### config.mk
export PLATFORM = sky130hd
export DESIGN_NAME = tlb_coherent
export DESIGN_NICKNAME = d
export VERILOG_FILES = /design/src/rtl/tlb_pkg.sv /design/src/rtl/tlb_store.sv /design/src/rtl/tlb_lru.sv /design/src/rtl/tlb_match.sv /design/src/rtl/tlb_refill_pick.sv /design/src/rtl/tlb_coherent.sv
export SDC_FILE = /design/constraint.sdc
export NUM_CORES = 2
export LEC_CHECK = 0
export BUFFER_PORTS_ARGS = -buffer_cell sky130_fd_sc_hd__clkbuf_2
export CORE_ASPECT_RATIO = 2
export CORE_UTILIZATION = 34
export CTS_CLUSTER_DIAMETER = 80
export DETAILED_ROUTE_END_ITERATION = 12
export GPL_TIMING_DRIVEN = 1
export PLACE_DENSITY = 0.59
export SLEW_MARGIN = 0
export SYNTH_ARGS = -nofsm -noshare
export SYNTH_HDL_FRONTEND = slang
export SYNTH_HIERARCHICAL = 1
export SYNTH_SLANG_ARGS = --single-unit
### constraint.sdc
create_clock -name clk -period 6.3 [get_ports clk]
set_input_delay 0.315 -clock clk [delete_from_list [all_inputs] [get_ports clk]]
set_output_delay 0.315 -clock clk [all_outputs]
set_load 0.05 [all_outputs]
### src/rtl/tlb_pkg.sv
package tlb_pkg;
  localparam int unsigned PG_OFF_W = 12;

  localparam logic [1:0] ACC_READ  = 2'b00;
  localparam logic [1:0] ACC_WRITE = 2'b01;
  localparam logic [1:0] ACC_EXEC  = 2'b10;

  typedef struct packed {
    logic rd;
    logic wr;
    logic ex;
    logic dirty;
  } tlb_perm_t;

  // access permitted by the stored rights (kind 2'b11 behaves as read)
  function automatic logic perm_allows(tlb_perm_t p, logic [1:0] kind);
    case (kind)
      ACC_WRITE: return p.wr;
      ACC_EXEC:  return p.ex;
      default:   return p.rd;
    endcase
  endfunction

  // permitted write to a clean page: walker must mark it dirty first
  function automatic logic needs_dirty_mark(tlb_perm_t p, logic [1:0] kind);
    return (kind == ACC_WRITE) && p.wr && !p.dirty;
  endfunction
endpackage

### src/rtl/tlb_store.sv
module tlb_store
  import tlb_pkg::*;
#(
  parameter int SETS  = 16,
  parameter int WAYS  = 4,
  parameter int SET_W = 4,
  parameter int WAY_W = 2,
  parameter int TAG_W = 16,
  parameter int PPN_W = 20
) (
  input  logic                                  clk,
  input  logic                                  rst_n,
  input  logic                                  flush_all,
  input  logic                                  inv_en,
  input  logic [SET_W-1:0]                      inv_set,
  input  logic [TAG_W-1:0]                      inv_tag,
  input  logic                                  wr_en,
  input  logic [SET_W-1:0]                      wr_set,
  input  logic [WAY_W-1:0]                      wr_way,
  input  logic [TAG_W-1:0]                      wr_tag,
  input  logic [PPN_W-1:0]                      wr_ppn,
  input  tlb_perm_t                             wr_perm,
  output logic [SETS-1:0][WAYS-1:0]             valid_q,
  output logic [SETS-1:0][WAYS-1:0][TAG_W-1:0]  tag_q,
  output logic [SETS-1:0][WAYS-1:0][PPN_W-1:0]  ppn_q,
  output tlb_perm_t [SETS-1:0][WAYS-1:0]        perm_q
);
  // valid bits: clear, then install; flush overrides everything
  always_ff @(posedge clk or negedge rst_n) begin
    if (!rst_n) begin
      valid_q <= '0;
    end else if (flush_all) begin
      valid_q <= '0;
    end else begin
      for (int w = 0; w < WAYS; w++) begin
        if (inv_en && valid_q[inv_set][w] && (tag_q[inv_set][w] == inv_tag))
          valid_q[inv_set][w] <= 1'b0;
      end
      if (wr_en)
        valid_q[wr_set][wr_way] <= 1'b1;
    end
  end

  // payload needs no reset: it is never used while its valid bit is low
  always_ff @(posedge clk) begin
    if (wr_en) begin
      tag_q[wr_set][wr_way]  <= wr_tag;
      ppn_q[wr_set][wr_way]  <= wr_ppn;
      perm_q[wr_set][wr_way] <= wr_perm;
    end
  end
endmodule

### src/rtl/tlb_lru.sv
module tlb_lru #(
  parameter int SETS  = 16,
  parameter int WAYS  = 4,
  parameter int SET_W = 4,
  parameter int WAY_W = 2
) (
  input  logic             clk,
  input  logic             rst_n,
  input  logic             touch_en,
  input  logic [SET_W-1:0] touch_set,
  input  logic [WAY_W-1:0] touch_way,
  input  logic [SET_W-1:0] vic_set,
  output logic [WAY_W-1:0] vic_way
);
  // per-way age rank: 0 = most recent, WAYS-1 = least recent
  logic [SETS-1:0][WAYS-1:0][WAY_W-1:0] age_q;

  always_ff @(posedge clk or negedge rst_n) begin
    if (!rst_n) begin
      for (int s = 0; s < SETS; s++)
        for (int w = 0; w < WAYS; w++)
          age_q[s][w] <= WAY_W'(w);
    end else if (touch_en) begin
      for (int w = 0; w < WAYS; w++) begin
        if (WAY_W'(w) == touch_way)
          age_q[touch_set][w] <= '0;
        else if (age_q[touch_set][w] < age_q[touch_set][touch_way])
          age_q[touch_set][w] <= age_q[touch_set][w] + 1'b1;
      end
    end
  end

  always_comb begin
    vic_way = '0;
    for (int w = 0; w < WAYS; w++)
      if (age_q[vic_set][w] == WAY_W'(WAYS - 1))
        vic_way = WAY_W'(w);
  end
endmodule

### src/rtl/tlb_match.sv
module tlb_match
  import tlb_pkg::*;
#(
  parameter int WAYS  = 4,
  parameter int WAY_W = 2,
  parameter int TAG_W = 16,
  parameter int PPN_W = 20
) (
  input  logic                       req,
  input  logic [1:0]                 kind,
  input  logic [TAG_W-1:0]           tag,
  input  logic [WAYS-1:0]            way_valid,
  input  logic [WAYS-1:0][TAG_W-1:0] way_tag,
  input  logic [WAYS-1:0][PPN_W-1:0] way_ppn,
  input  tlb_perm_t [WAYS-1:0]       way_perm,
  output logic [WAYS-1:0]            match_vec,
  output logic [WAY_W-1:0]           match_way,
  output logic [PPN_W-1:0]           ppn_sel,
  output logic                       hit,
  output logic                       miss,
  output logic                       fault
);
  tlb_perm_t perm_sel;
  logic      any_match;

  always_comb begin
    match_vec = '0;
    match_way = '0;
    ppn_sel   = '0;
    perm_sel  = '0;
    for (int w = 0; w < WAYS; w++) begin
      match_vec[w] = way_valid[w] && (way_tag[w] == tag);
      if (match_vec[w]) begin
        match_way = WAY_W'(w);
        ppn_sel   = way_ppn[w];
        perm_sel  = way_perm[w];
      end
    end
    any_match = |match_vec;
    hit   = req && any_match && perm_allows(perm_sel, kind)
                 && !needs_dirty_mark(perm_sel, kind);
    fault = req && any_match && !perm_allows(perm_sel, kind);
    miss  = req && (!any_match || needs_dirty_mark(perm_sel, kind));
  end
endmodule

### src/rtl/tlb_refill_pick.sv
module tlb_refill_pick #(
  parameter int WAYS  = 4,
  parameter int WAY_W = 2,
  parameter int TAG_W = 16
) (
  input  logic [WAYS-1:0]            way_valid,
  input  logic [WAYS-1:0][TAG_W-1:0] way_tag,
  input  logic [TAG_W-1:0]           tag,
  input  logic [WAY_W-1:0]           lru_victim,
  output logic [WAY_W-1:0]           pick_way
);
  // priority: same page > lowest invalid way > least recently used
  always_comb begin
    pick_way = lru_victim;
    for (int w = WAYS - 1; w >= 0; w--)
      if (!way_valid[w])
        pick_way = WAY_W'(w);
    for (int w = 0; w < WAYS; w++)
      if (way_valid[w] && (way_tag[w] == tag))
        pick_way = WAY_W'(w);
  end
endmodule

### src/rtl/tlb_coherent.sv
module tlb_coherent
  import tlb_pkg::*;
#(
  parameter int VADDR_W = 32,
  parameter int PADDR_W = 32,
  parameter int ENTRIES = 64,
  parameter int WAYS    = 4
) (
  input  logic                                  clk,
  input  logic                                  rst_n,
  input  logic                                  lk_req,
  input  logic [VADDR_W-1:0]                    lk_vaddr,
  input  logic [1:0]                            lk_kind,
  output logic                                  lk_hit,
  output logic                                  lk_miss,
  output logic                                  lk_fault,
  output logic [PADDR_W-1:0]                    lk_paddr,
  input  logic                                  rf_req,
  input  logic [VADDR_W-tlb_pkg::PG_OFF_W-1:0]  rf_vpn,
  input  logic [PADDR_W-tlb_pkg::PG_OFF_W-1:0]  rf_ppn,
  input  logic                                  rf_rd,
  input  logic                                  rf_wr,
  input  logic                                  rf_ex,
  input  logic                                  rf_dirty,
  input  logic                                  tbl_base_wr,
  input  logic                                  entry_inv,
  input  logic [VADDR_W-tlb_pkg::PG_OFF_W-1:0]  entry_inv_vpn
);
  localparam int OFF_W = PG_OFF_W;
  localparam int VPN_W = VADDR_W - OFF_W;
  localparam int PPN_W = PADDR_W - OFF_W;
  localparam int SETS  = ENTRIES / WAYS;
  localparam int SET_W = $clog2(SETS);
  localparam int WAY_W = $clog2(WAYS);
  localparam int TAG_W = VPN_W - SET_W;

  function automatic logic [SET_W-1:0] set_of(input logic [VPN_W-1:0] vpn);
    return vpn[SET_W-1:0];
  endfunction

  function automatic logic [TAG_W-1:0] tag_of(input logic [VPN_W-1:0] vpn);
    return vpn[VPN_W-1:SET_W];
  endfunction

  function automatic logic [PADDR_W-1:0] join_paddr(input logic [PPN_W-1:0] ppn,
                                                    input logic [OFF_W-1:0] off);
    return {ppn, off};
  endfunction

  // storage
  logic [SETS-1:0][WAYS-1:0]            valid_q;
  logic [SETS-1:0][WAYS-1:0][TAG_W-1:0] tag_q;
  logic [SETS-1:0][WAYS-1:0][PPN_W-1:0] ppn_q;
  tlb_perm_t [SETS-1:0][WAYS-1:0]       perm_q;

  // named events for the checker
  logic [VPN_W-1:0] lk_vpn;
  logic [SET_W-1:0] lk_set;
  logic [SET_W-1:0] rf_set;
  logic [TAG_W-1:0] rf_tag;
  logic [SET_W-1:0] inv_set;
  logic [TAG_W-1:0] inv_tag;
  logic [WAYS-1:0]  match_vec;
  logic [WAY_W-1:0] match_way;
  logic [PPN_W-1:0] hit_ppn;
  logic [WAY_W-1:0] lru_victim;
  logic [WAY_W-1:0] rf_way;
  logic             rf_commit;
  logic             inv_same_page;
  logic             touch_en;
  logic [SET_W-1:0] touch_set;
  logic [WAY_W-1:0] touch_way;
  tlb_perm_t        rf_perm;

  assign lk_vpn        = lk_vaddr[VADDR_W-1:OFF_W];
  assign lk_set        = set_of(lk_vpn);
  assign rf_set        = set_of(rf_vpn);
  assign rf_tag        = tag_of(rf_vpn);
  assign inv_set       = set_of(entry_inv_vpn);
  assign inv_tag       = tag_of(entry_inv_vpn);
  assign rf_perm       = '{rd: rf_rd, wr: rf_wr, ex: rf_ex, dirty: rf_dirty};

  // flush and same-page invalidate both veto a refill
  assign inv_same_page = entry_inv && (entry_inv_vpn == rf_vpn);
  assign rf_commit     = rf_req && !tbl_base_wr && !inv_same_page;

  // one order update per cycle, refill first
  assign touch_en  = rf_commit || lk_hit;
  assign touch_set = rf_commit ? rf_set : lk_set;
  assign touch_way = rf_commit ? rf_way : match_way;

  tlb_store #(
    .SETS(SETS), .WAYS(WAYS), .SET_W(SET_W), .WAY_W(WAY_W),
    .TAG_W(TAG_W), .PPN_W(PPN_W)
  ) u_store (
    .clk       (clk),
    .rst_n     (rst_n),
    .flush_all (tbl_base_wr),
    .inv_en    (entry_inv),
    .inv_set   (inv_set),
    .inv_tag   (inv_tag),
    .wr_en     (rf_commit),
    .wr_set    (rf_set),
    .wr_way    (rf_way),
    .wr_tag    (rf_tag),
    .wr_ppn    (rf_ppn),
    .wr_perm   (rf_perm),
    .valid_q   (valid_q),
    .tag_q     (tag_q),
    .ppn_q     (ppn_q),
    .perm_q    (perm_q)
  );

  tlb_match #(
    .WAYS(WAYS), .WAY_W(WAY_W), .TAG_W(TAG_W), .PPN_W(PPN_W)
  ) u_match (
    .req       (lk_req),
    .kind      (lk_kind),
    .tag       (tag_of(lk_vpn)),
    .way_valid (valid_q[lk_set]),
    .way_tag   (tag_q[lk_set]),
    .way_ppn   (ppn_q[lk_set]),
    .way_perm  (perm_q[lk_set]),
    .match_vec (match_vec),
    .match_way (match_way),
    .ppn_sel   (hit_ppn),
    .hit       (lk_hit),
    .miss      (lk_miss),
    .fault     (lk_fault)
  );

  tlb_lru #(
    .SETS(SETS), .WAYS(WAYS), .SET_W(SET_W), .WAY_W(WAY_W)
  ) u_lru (
    .clk       (clk),
    .rst_n     (rst_n),
    .touch_en  (touch_en),
    .touch_set (touch_set),
    .touch_way (touch_way),
    .vic_set   (rf_set),
    .vic_way   (lru_victim)
  );

  tlb_refill_pick #(
    .WAYS(WAYS), .WAY_W(WAY_W), .TAG_W(TAG_W)
  ) u_pick (
    .way_valid  (valid_q[rf_set]),
    .way_tag    (tag_q[rf_set]),
    .tag        (rf_tag),
    .lru_victim (lru_victim),
    .pick_way   (rf_way)
  );

  assign lk_paddr = lk_hit ? join_paddr(hit_ppn, lk_vaddr[OFF_W-1:0]) : '0;
endmodule

* Yosys cells after proc, flatten, opt, wreduce, memory -nomap -nowiden
Index checks and enable logic that the tools add are counted.
** Storage, ports and cells
- Input port bits :: 104
- Output and inout port bits :: 35
- Word-level logic and storage cells :: 668
- Register bits after elaboration :: 2752
** Operators by class
- Multiplexer cells :: 108
- Bitwise logic cells :: 17
- Reductions and logical operators :: 40
- Magnitude comparators :: 14
- Add/subtract/negate cells :: 4
- Equality and inequality tests :: 21
** Operator list (number)
- 128-bit two-way mux :: 11
- 1280-bit bitwise mux :: 1
- 1024-bit bitwise mux :: 1
- 64-bit two-way mux :: 14
- 64-bit binary-select mux with 4-bit select :: 3
- 128-bit bitwise AND :: 4
- 128-bit bitwise mux :: 4
- 128-bit NOT :: 4
- 80-bit binary-select mux with 4-bit select :: 1
- 80-bit demux with 4-bit select :: 1
- 64-bit bitwise AND :: 4
- 256-bit bitwise mux :: 1
- 64-bit demux with 4-bit select :: 1
- 64-bit NOT :: 4
- 16-bit equality test :: 12
- 80-bit two-way mux :: 2
- 8-bit demux with 4-bit select :: 4
- 20-bit two-way mux :: 5
- 4-bit demux with 4-bit select :: 5
- 16-bit binary-select mux with 4-bit select :: 1
- 8-bit binary-select mux with 4-bit select :: 2
- 16-bit demux with 4-bit select :: 1
- 64-bit bitwise OR :: 1
- 4-bit binary-select mux with 4-bit select :: 3
- 30 further kinds :: 114

* Longest topological paths before layout
- Depth in word-level cells :: 32
- Depth in mapped cells :: 26
- Gate-level depth less buffers :: 20

* Cells and area by module
Netlist, hierarchy kept.
** Modules (own cells, without submodules)
- tlb_store :: cells an instance 3874, instances 1, area an instance 90848.4 um^2
- tlb_coherent :: cells an instance 1722, instances 1, area an instance 28453.5 um^2
- tlb_lru :: cells an instance 827, instances 1, area an instance 8376.8 um^2
- tlb_match :: cells an instance 258, instances 1, area an instance 1740.4 um^2
- tlb_refill_pick :: cells an instance 108, instances 1, area an instance 828.3 um^2

* Worst setup path before layout
OpenSTA, ideal clock, no wires.
- Path kind :: input-to-reg
- Start point :: input lk_vaddr[13]
- End point :: register u_lru/age_q[0] (netlist name)
- Cell stages on the path :: 21
- Data arrival time :: 6.622 ns
- Slack :: -0.447 ns
- Path through :: buf_2 > clkbuf_1 > clkbuf_1 > mux4_2 > mux4_2 > xnor2_2 > nand4_1 > or4_4 > or2_4 > buf_6 > o311a_4 > a2111o_1 > a311oi_1 > or2_2 > nand2b_1 > clkbuf_1 > nor2_1 > clkbuf_1 > o21ai_0 > o31ai_2 > mux2_2
** On the way
- Elaborated cells on any way between the ends :: 80
- Those cells by class :: 4 x add/sub; 6 x order compare; 7 x eq/ne; 40 x mux; 8 x bitwise; 15 x reduce/logical
** RTL lines
- start: declaration :: RTL line tlb_coherent.sv:12 : input logic [VADDR_W-1:0] lk_vaddr,
- branches (longest 11 deep; another with 64-bit binary-select mux with 4-bit select)
- 1-bit logical AND * :: RTL line tlb_match.sv:41 : && !needs_dirty_mark(perm_sel, kind);
- named net lk_hit :: RTL line tlb_coherent.sv:14 : output logic lk_hit,
- 1-bit logical OR * :: RTL line tlb_coherent.sv:88 : assign touch_en = rf_commit || lk_hit;
- named net touch_en :: RTL line tlb_coherent.sv:70 : logic touch_en;
- end signal: indexed assignment :: RTL line tlb_lru.sv:22 : age_q[s][w] <= WAY_W'(w);
- end signal: indexed assignment :: RTL line tlb_lru.sv:28 : age_q[touch_set][w] <= age_q[touch_set][w] + 1'b1;
- end: declaration :: RTL line tlb_lru.sv:16 : logic [SETS-1:0][WAYS-1:0][WAY_W-1:0] age_q;
Mark *: on every way through the listed nets, which the timed path passes. The select of a mux whose other input is x is not followed.
A chain may end at the register's enable or synchronous reset.

* Worst setup path in the final report
- Start point :: register u_store/tag_q[969] (netlist name)
- End point :: output lk_paddr[31]
** On the way
- Word-level cells in the longest chain between the ends :: 13
- Elaborated cells on any way between the ends :: 22
- Those cells by class :: 1 x eq/ne; 12 x mux; 9 x reduce/logical
** RTL lines
- 64-bit binary-select mux with 4-bit select * :: RTL line tlb_coherent.sv:121 : .way_tag (tag_q[lk_set]),
- 64-bit two-way mux (implied by the code) * :: RTL line tlb_coherent.sv:121
- 16-bit equality test * :: RTL line tlb_match.sv:32 : match_vec[w] = way_valid[w] && (way_tag[w] == tag);
- 1-bit logical AND * :: RTL line tlb_match.sv:32
- branches (longest 8 deep; another with 4-bit two-way mux)
- 32-bit two-way mux * :: RTL line tlb_coherent.sv:154 : assign lk_paddr = lk_hit ? join_paddr(hit_ppn, lk_vaddr[OFF_W-1:0]) : '0;
- end: declaration :: RTL line tlb_coherent.sv:17 : output logic [PADDR_W-1:0] lk_paddr,
Mark *: on every way between the ends. The select of a mux whose other input is x is not followed.

==> out/metrics.csv <==
metric,value,unit
switching_share,0.2466,
final_cell_mix,"2560 x edfxtp_1, 1306 x mux4_2, 400 x buf_4",
slew_headroom,0.1518,
drtAntennaViolNets,0,
io_pins,139,
portBuffers,138,
coreArea,381600,µm²
setup_violations,0,
cts_root_buf,clkbuf_16,
cp_num_buf_inv,4,
rows,321,
drive_above_1_share,0.3569,
synth_edf_count,2560,
layout_commonest_cell,edfxtp_1,
drcViolationCount,0,
fin_crit_sh,0.9761,
clock_sinks,2752,
clk_latency,0.99,ns
start_util,0.3414,
grt_max_degree,120,
drt_iter0_markers,8397,
avgSynthCellArea,19.19,µm²
finalHoldViolCount,0,
tritoncts,built,
yosys_warnings,6,
netlist_area,130200,µm²
worst_hold_slack,0.004884,ns
max_slew.worst_pin.slew,1.272,ns
dieHeight,877.3,µm
grt-ovfl-total,0,
gp_congestion,0.9422,
h-tree-depth,4,
min_path_type,input port to flip-flop,
power_density,276.2,nW/µm²
syn_nets,6899,
critPathMaxFanout,33,
max_stage_delay,0.52,ns
p_comb_frac,0.120,
worstPathRequired,5.98,ns
drtPass1Iterations,6,
die_x,439.7,µm
maxCapViolCount,0,
clockBufferDepth,4,
wl_per_cell,37.47,µm
startpoint_type,flip-flop,
p_seq_frac,0.500,
path_clk_slew,0.07,ns
cts_buffers,232,
wirelength,466500,µm
vias,75089,
grt_pass1_vias,79030,
grt_util_all_layers,0.2395,
grt_pass1_wl,641400,µm
finalClockSkew,0.08679,ns
status,finished clean,
crit_type,flip-flop to primary output,
async_flop_share,0.06977,
die_area,385700,µm²
p_int,31240,µW
max_freq,162.6,MHz
critPathSlowestCell,mux4_2,
yosysSeqAreaShare,0.6277,
p_leak,0.04770,µW
antenna_found_initial,21,
p_sw,10230,µW
vdd_drop_max,269.8,µV
place_ws,-0.5560,ns
syn_inst,6789,
fin_util,0.3935,
num-nets-final,7346,
cp_top_family,simple AND/OR/NAND/NOR gates,
post_cts_buffers,0,
synth-seq-cells,2752,
vias_per_cell,6.032,
pwr-share-clk,0.379,
maxSlewViolCount,0,
crit_path_cell_trace,"mux4_2, mux4_2, xnor2_2, nand4_1, nor4_2, buf_4, o211ai_1, or3b_1, a2111o_1, a311oi_4, buf_4, and2_1, buf_12, buf_12",
syn2layout_area_growth,15.27,%
endpoint_kind,primary output,
dp_hpwl,318000,µm
worstPathArrival,5.83,ns
layout_setup_ws,0.1508,ns
synth_cell_types,96,
fin_crit,6.149,ns
power.total,41460,µW
synth_top_flop_cell,edfxtp_1,
flip-flops by register name, summed over array words and instances (netlist names):
register and cells:
u_store/valid_q 64, u_store/tag_q 1024, u_store/perm_q 256, u_lru/age_q 128, u_store/ppn_q 1280
cells in the mapped netlist, drive strengths merged, types with 7 or more instances:
master	instances	area share
a21oi	141	0.0054
clkbuf	208	0.0067
nand4	49	0.0024
o311ai	65	0.0044
xor2	30	0.0020
nand2b	17	0.00082
or3	9	0.00043
mux2	50	0.0044
nand3b	10	0.00058
inv	90	0.0026
and2	42	0.0020
nor4	15	0.0011
a221oi	32	0.0022
a211oi	98	0.0058
a311oi	19	0.0013
dfstp	64	0.013
a31oi	14	0.00067
o21ai	138	0.0053
and3	10	0.00048
nand2	203	0.0059
edfxtp	2560	0.59
nor2b	95	0.0046
a22oi	47	0.0027
o2111ai	7	0.00047
xnor2	182	0.013
mux2i	286	0.022
o211ai	23	0.0013
a22o	14	0.00094
buf	322	0.017
nor2	175	0.0050
nand3	77	0.0030
o22ai	10	0.00048
dfrtp	128	0.025
o31ai	103	0.0063
mux4	1350	0.23
nor3	19	0.00073
final timing paths:
check	startpoint	to	slack (ns)	depth (start not counted)
max	u_store/tag_q[969]	lk_paddr[31]	0.15	14
min	rf_ppn[9]	u_store/ppn_q[49]	0.005	2
max reg2reg	u_store/tag_q[999]	u_lru/age_q[48]	0.28	19
min reg2reg	u_lru/age_q[8]	u_lru/age_q[8]	0.51	1
max in group asynchronous	rst_n	u_lru/age_q[75]	4.83	3
min in group asynchronous	rst_n	u_lru/age_q[68]	0.05	2
cells by family (layout without fill, tap and decap cells):
kind of cell / after synthesis / in the layout / share of synthesized area
multiplexers: 1686 / 1686 / 0.2610
other: 0 / 15 / 0
XOR/XNOR: 212 / 212 / 0.01460
buffers and inverters: 625 / 1264 / 0.02646
AND/OR/NAND/NOR: 747 / 747 / 0.02866
AO/OA/AOI/OAI: 761 / 761 / 0.04096
flip-flops: 2752 / 2752 / 0.6277
adder cells (fa/ha/maj): 6 / 6 / 0.0005764
metrics by stage:
step | std cells | setup TNS, ns | area, µm²
final | 12449 | 0 | 150100
after detailed placement | 12004 | -55.81 | 141900
after CTS | 12434 | 0 | 150100
after floorplan | 6789 | 0 | 130300
after global placement | 12004 | -74.37 | 141900
after global routing | 12441 | -0.02154 | 150100
per-layer routing:
layer  GRT usage  routed length [µm]
met2      0.4323              246900
met1      0.2456              146400
met5           0                  20
met3     0.03167               27540
met4      0.1935               45660
what timing repair did:
action	4_1_cts	5_1_grt
cloned	0	0
setup endpoints to repair	32	18
hold endpoints to repair	123	0
resized for setup	2	2
hold buffers	4	0
layout make-up:
| cell class | instances | area (µm²) |
|---|---|---|
| Antenna cell | 15 | 37.54 |
| Multi-Input combinational cell | 3412 | 45370 |
| Tap cell | 5006 | 6264 |
| Sequential cell | 2752 | 81760 |
| Clock inverter | 166 | 2067 |
| Clock buffer | 260 | 6016 |
| Inverter | 94 | 352.8 |
| Timing Repair Buffer | 744 | 8267 |
| Fill cell | 34132 | 231400 |
power by group through the flow:
stage,registers (µW),clock network (µW),logic [µW]
global route,20800,16500,5190
floorplan,21000,0,2930
global placement,21100,0,4900
detailed placement,21200,0,4960
finish,20700,15700,4990
CTS,20700,16000,4980
(Power assumes the default switching activity.)
